File: config.mk
export PLATFORM = sky130hd
export DESIGN_NAME = vco_sar_cal
export DESIGN_NICKNAME = d
export VERILOG_FILES = /design/src/rtl/vco_sar_pkg.sv /design/src/rtl/vco_sar_timer.sv /design/src/rtl/vco_sar_code.sv /design/src/rtl/vco_sar_cal.sv
export SDC_FILE = /design/constraint.sdc
export NUM_CORES = 1
export LEC_CHECK = 0
export CAP_MARGIN = 20
export CORE_MARGIN = 1
export CORE_UTILIZATION = 66
export CTS_CLUSTER_SIZE = 16
export DETAILED_ROUTE_END_ITERATION = 7
export DONT_BUFFER_PORTS = 1
export PLACE_DENSITY_LB_ADDON = 0.2
export RECOVER_POWER = 100
export SYNTH_ARGS = -nofsm -noshare
export SYNTH_HDL_FRONTEND = slang
export SYNTH_SLANG_ARGS = --single-unit
File: constraint.sdc
create_clock -name clk -period 2.9 [get_ports clk]
set_input_delay 0.145 -clock clk [delete_from_list [all_inputs] [get_ports clk]]
set_output_delay 0.145 -clock clk [all_outputs]
set_load 0.1 [all_outputs]
File: src/rtl/vco_sar_pkg.sv
package vco_sar_pkg;

    typedef enum logic [2:0] {
        ST_IDLE   = 3'd0,
        ST_OPEN   = 3'd1,
        ST_SETTLE = 3'd2,
        ST_DECIDE = 3'd3,
        ST_FINISH = 3'd4
    } cal_state_e;

endpackage

File: src/rtl/vco_sar_timer.sv
module vco_sar_timer #(
    parameter int RES_W     = 2,
    parameter int WAIT_BASE = 4,
    localparam int CNT_W    = WAIT_BASE + (1 << RES_W)
) (
    input  logic             clk,
    input  logic             rst_n,
    input  logic             load,
    input  logic [RES_W-1:0] res,
    output logic             expire
);

    logic [CNT_W-1:0] cnt_q;
    logic [CNT_W-1:0] last_cnt;

    always_comb begin
        last_cnt = (CNT_W'(1) << (int'(res) + WAIT_BASE)) - CNT_W'(1);
    end

    always_ff @(posedge clk or negedge rst_n) begin
        if (!rst_n) begin
            cnt_q <= '0;
        end else if (load) begin
            cnt_q <= '0;
        end else if (cnt_q != last_cnt) begin
            cnt_q <= cnt_q + CNT_W'(1);
        end
    end

    assign expire = (cnt_q == last_cnt);

endmodule

File: src/rtl/vco_sar_code.sv
module vco_sar_code #(
    parameter int CODE_W   = 8,
    localparam int IDX_W   = $clog2(CODE_W)
) (
    input  logic              clk,
    input  logic              rst_n,
    input  logic              clr,
    input  logic              res_en,
    input  logic [IDX_W-1:0]  res_idx,
    input  logic              res_val,
    input  logic              trial_en,
    input  logic [IDX_W-1:0]  trial_idx,
    output logic [CODE_W-1:0] code
);

    for (genvar i = 0; i < CODE_W; i++) begin : g_bit
        always_ff @(posedge clk or negedge rst_n) begin
            if (!rst_n) begin
                code[i] <= 1'b0;
            end else if (clr) begin
                code[i] <= 1'b0;
            end else if (res_en && (res_idx == IDX_W'(i))) begin
                code[i] <= res_val;
            end else if (trial_en && (trial_idx == IDX_W'(i))) begin
                code[i] <= 1'b1;
            end
        end
    end

endmodule

File: src/rtl/vco_sar_cal.sv
module vco_sar_cal
    import vco_sar_pkg::*;
#(
    parameter int CODE_W    = 8,
    parameter int RES_W     = 2,
    parameter int WAIT_BASE = 4
) (
    input  logic              clk,
    input  logic              rst_n,
    input  logic              start_wr,
    input  logic              freq_low,
    input  logic [RES_W-1:0]  res_sel,
    output logic [CODE_W-1:0] code,
    output logic              loop_open,
    output logic              busy,
    output logic              done
);

    localparam int IDX_W = $clog2(CODE_W);
    localparam logic [IDX_W-1:0] MSB_IDX = IDX_W'(CODE_W - 1);

    cal_state_e       state_q, state_d;
    logic [IDX_W-1:0] idx_q, idx_d;
    logic [RES_W-1:0] res_q;
    logic             accept;
    logic             tmr_load, tmr_expire;
    logic             code_clr, res_en, trial_en;
    logic [IDX_W-1:0] trial_idx;

    assign accept = start_wr && ((state_q == ST_IDLE) || (state_q == ST_FINISH));

    // State register
    always_ff @(posedge clk or negedge rst_n) begin
        if (!rst_n) begin
            state_q <= ST_IDLE;
            idx_q   <= '0;
            res_q   <= '0;
        end else begin
            state_q <= state_d;
            idx_q   <= idx_d;
            if (accept) begin
                res_q <= res_sel;
            end
        end
    end

    // Next-state and datapath controls
    always_comb begin
        state_d   = state_q;
        idx_d     = idx_q;
        tmr_load  = 1'b0;
        code_clr  = 1'b0;
        res_en    = 1'b0;
        trial_en  = 1'b0;
        trial_idx = idx_q;
        unique case (state_q)
            ST_IDLE: begin
                if (start_wr) begin
                    state_d  = ST_OPEN;
                    code_clr = 1'b1;
                end
            end
            ST_OPEN: begin
                state_d   = ST_SETTLE;
                idx_d     = MSB_IDX;
                trial_en  = 1'b1;
                trial_idx = MSB_IDX;
                tmr_load  = 1'b1;
            end
            ST_SETTLE: begin
                if (tmr_expire) begin
                    state_d = ST_DECIDE;
                end
            end
            ST_DECIDE: begin
                res_en = 1'b1;
                if (idx_q == '0) begin
                    state_d = ST_FINISH;
                end else begin
                    state_d   = ST_SETTLE;
                    idx_d     = idx_q - IDX_W'(1);
                    trial_en  = 1'b1;
                    trial_idx = idx_q - IDX_W'(1);
                    tmr_load  = 1'b1;
                end
            end
            ST_FINISH: begin
                if (start_wr) begin
                    state_d  = ST_OPEN;
                    code_clr = 1'b1;
                end else begin
                    state_d = ST_IDLE;
                end
            end
            default: state_d = ST_IDLE;
        endcase
    end

    // Outputs
    always_comb begin
        busy      = 1'b0;
        loop_open = 1'b0;
        done      = 1'b0;
        unique case (state_q)
            ST_OPEN, ST_SETTLE, ST_DECIDE: begin
                busy      = 1'b1;
                loop_open = 1'b1;
            end
            ST_FINISH: done = 1'b1;
            default: ;
        endcase
    end

    vco_sar_timer #(
        .RES_W    (RES_W),
        .WAIT_BASE(WAIT_BASE)
    ) u_timer (
        .clk   (clk),
        .rst_n (rst_n),
        .load  (tmr_load),
        .res   (res_q),
        .expire(tmr_expire)
    );

    vco_sar_code #(
        .CODE_W(CODE_W)
    ) u_code (
        .clk      (clk),
        .rst_n    (rst_n),
        .clr      (code_clr),
        .res_en   (res_en),
        .res_idx  (idx_q),
        .res_val  (freq_low),
        .trial_en (trial_en),
        .trial_idx(trial_idx),
        .code     (code)
    );

endmodule

==> results.toml <==
[status]
status = "completed"

[timing]
hold_viol_final = 0
period_needed_ns = 2.357
worst_slew_margin_rel = 0.1750
max_clock_freq_ghz = 0.4243
drv_slew = 0
final-setup-viol-count = 0
final.setup.tns_ns = 0
finalWorstSetupSlack_ns = 0.5431
fin_crit_sh = 0.8127
skew_ns = 0.0007646
rsz0062_at_grt = "no"
worstMarginPinSlew_ns = 1.237

[drt]
route.detailed.drc = 0
drt_iter0_drc = 45
routed_via_density = 6.455
drt-total-wl_mm = 2.940
antenna_left = 0
vias = 1149
firstDrtPassIters = 4
wire_per_inst_microns = 16.52

[final_layout]
final_common_cell = "dfrtp_1"
fin_cells = 178
final_cell_mix = "24 x dfrtp_1, 14 x nor2_1, 10 x nand2_1"
diodes = 0
area_growth_pct = 5.525
drive_above_1_share = 0.06623
num-nets-final = 165

[logic_synthesis]
synthFlopType = "dfrtp_1"
netlist_instances = 141
synth_seq_area_share = 0.4348
synth_cell_types = 42
yosys_warnings = 0
synth.avg_cell_area_sq_um = 9.797
syn_nets = 153
ys_seq_elements = 24
async_flop_share = 1.000
synth_edf_count = 0
netlist_area_sq_um = 1381

[critical_path]
worstPathCellList = "inv_1 > ha_1 > or3b_1 > a31oi_1 > a221oi_1 > a211oi_1"
start_kind = "flip-flop"
reg2reg_from = "idx_q[0]"
cp.arrival_ns = 2.56
r2r_slack_ns = 0.54
cp_data_required_time_ns = 3.11
r2r-end = "u_code.code[5]"
setup.worst_path.class = "flip-flop to flip-flop"
critPathMaxStageDelay_ns = 0.53
path_delay_family = "compound AO/OA/AOI/OAI gates"
cpMaxStageDelayCell = "dfrtp_1"
critPathLaunch = "idx_q[0]"
crit_fanout = 9
path_buf_inv = 1
r2r_cells = 6
crit_path_end_kind = "flip-flop"

[power]
power_density_nw_per_um2 = 352.6
vdd_drop_max_v = 0.0003313
leakagePower_nw = 0.6477

[global_route]
grt_overflow_total = 0
track_usage = 0.2993
grt_pass1_vias = 1043
grt_pass1_wl_mm = 4.595
grt_antenna_before_repair = 0
grt_max_degree = 25

[place]
gp_congestion = 0.8909
preCtsSetupSlack_ns = 0.7992
port_buffers = 0
dp_cells = 171
hpwlAfterDp_mm = 2.169

[clock_tree]
clock_latency_ns = 0.31
clockRootBuffer = "clkbuf_4"
cts.clk_slew.worst_paths_ns = 0.12
htree_levels = 1
cts_buffers = 3
clock_sinks = 24
cts_tree = "done"
clock_path_buffers = 2

[die]
die_w_microns = 47.75
num_rows = 16
core_area_sq_um = 1962
dieArea_sq_um = 2280
ios = 17
initial_utilization = 0.7041
fp.dieH_microns = 47.75

[min_path]
hold_path_class = "input pin to flip-flop"
min-delay-start = "freq_low"
whs_path_depth = 2
hold_end = "u_code.code[3]"

[job]
maxCapViolations = 0
-- state kept, by name (all words and copies together), names as in the netlist --
register       flops
u_code.code        8
u_timer.cnt_q      8
idx_q              3
state_q            3
res_q              2
-- through the flow --
step / instance area (sq um) / util / hold slack [ns] / total power (W)
after floorplan: 1381 / - / -0.1506 / 0.0003695
after global placement: 1445 / 0.7366 / -0.1502 / 0.0003705
after CTS: 1498 / 0.7634 / 0.03217 / 0.0005194
after global routing: 1458 / 0.7430 / 0.03197 / 0.0005361
final: 1458 / 0.7430 / 0.03457 / 0.0005139
after detailed placement: 1445 / 0.7366 / -0.1502 / 0.0003708
-- how the worst max path moves through the flow --
stage                           endpoint  slack [ns]  cells after the start
final                     u_code.code[5]        0.54                      6
after global routing      u_code.code[5]        0.30                      6
after CTS                 u_code.code[5]        0.74                      6
after detailed placement  u_code.code[2]        0.80                      7
after global placement    u_code.code[5]        0.85                      6
after floorplan                loop_open        0.48                      3
-- report_power, final --
part	total [W]	internal (W)	switching [W]	leakage [nW]
sequential	0.000360	0.000337	0.0000235	0.274
clock	0.000140	0.0000486	0.0000915	0.0138
combinational	0.0000134	0.00000496	0.00000840	0.359
-- Yosys cell counts, drive strengths merged, types with 3 or more instances --
cell / number / area [sq um]
and2: 4 / 25.02
nor3: 5 / 25.02
a21oi: 9 / 48.80
dfrtp: 24 / 600.6
xor2: 5 / 43.79
o21ai: 10 / 53.80
nand2: 10 / 37.54
ha: 6 / 75.07
a221oi: 4 / 35.03
nor2: 15 / 56.30
inv: 7 / 26.28
a31oi: 3 / 25.02
nand2b: 3 / 18.77
a211oi: 4 / 30.03
mux2i: 3 / 30.03
and3: 3 / 18.77
-- kinds of logic (layout without fill, tap and decap cells) --
group / after synthesis / count (layout) / share of synthesized area
and+or+nand+nor: 51 / 51 / 0.1993
AOI/OAI and AO/OA: 38 / 38 / 0.1938
DFF: 24 / 24 / 0.4348
buffers and inverters: 10 / 20 / 0.03533
xor gates and xnor gates: 7 / 7 / 0.04438
adders and majority gates: 6 / 6 / 0.05435
muxes: 5 / 5 / 0.03804
-- layer usage --
metal  part of all wire  GRT usage
met1               0.41     0.4067
met2               0.47     0.4568
met3              0.087    0.06038
met4              0.026     0.1444
met5                  0          0
-- final cells by class --
class,count,area (sq um)
Tap cell,27,33.78
Inverter,7,26.28
Clock buffer,3,22.52
Fill cell,160,504.2
Timing Repair Buffer,10,57.56
Multi-Input combinational cell,107,716.9
Sequential cell,24,600.6
-- repair_timing --
item,4_1_cts,5_1_grt
endpoints found under the hold margin,26,0
hold buffers,3,0
resized for setup,0,0
buffers inserted,0,0
No activity file was read; power rests on OpenSTA's default activity.
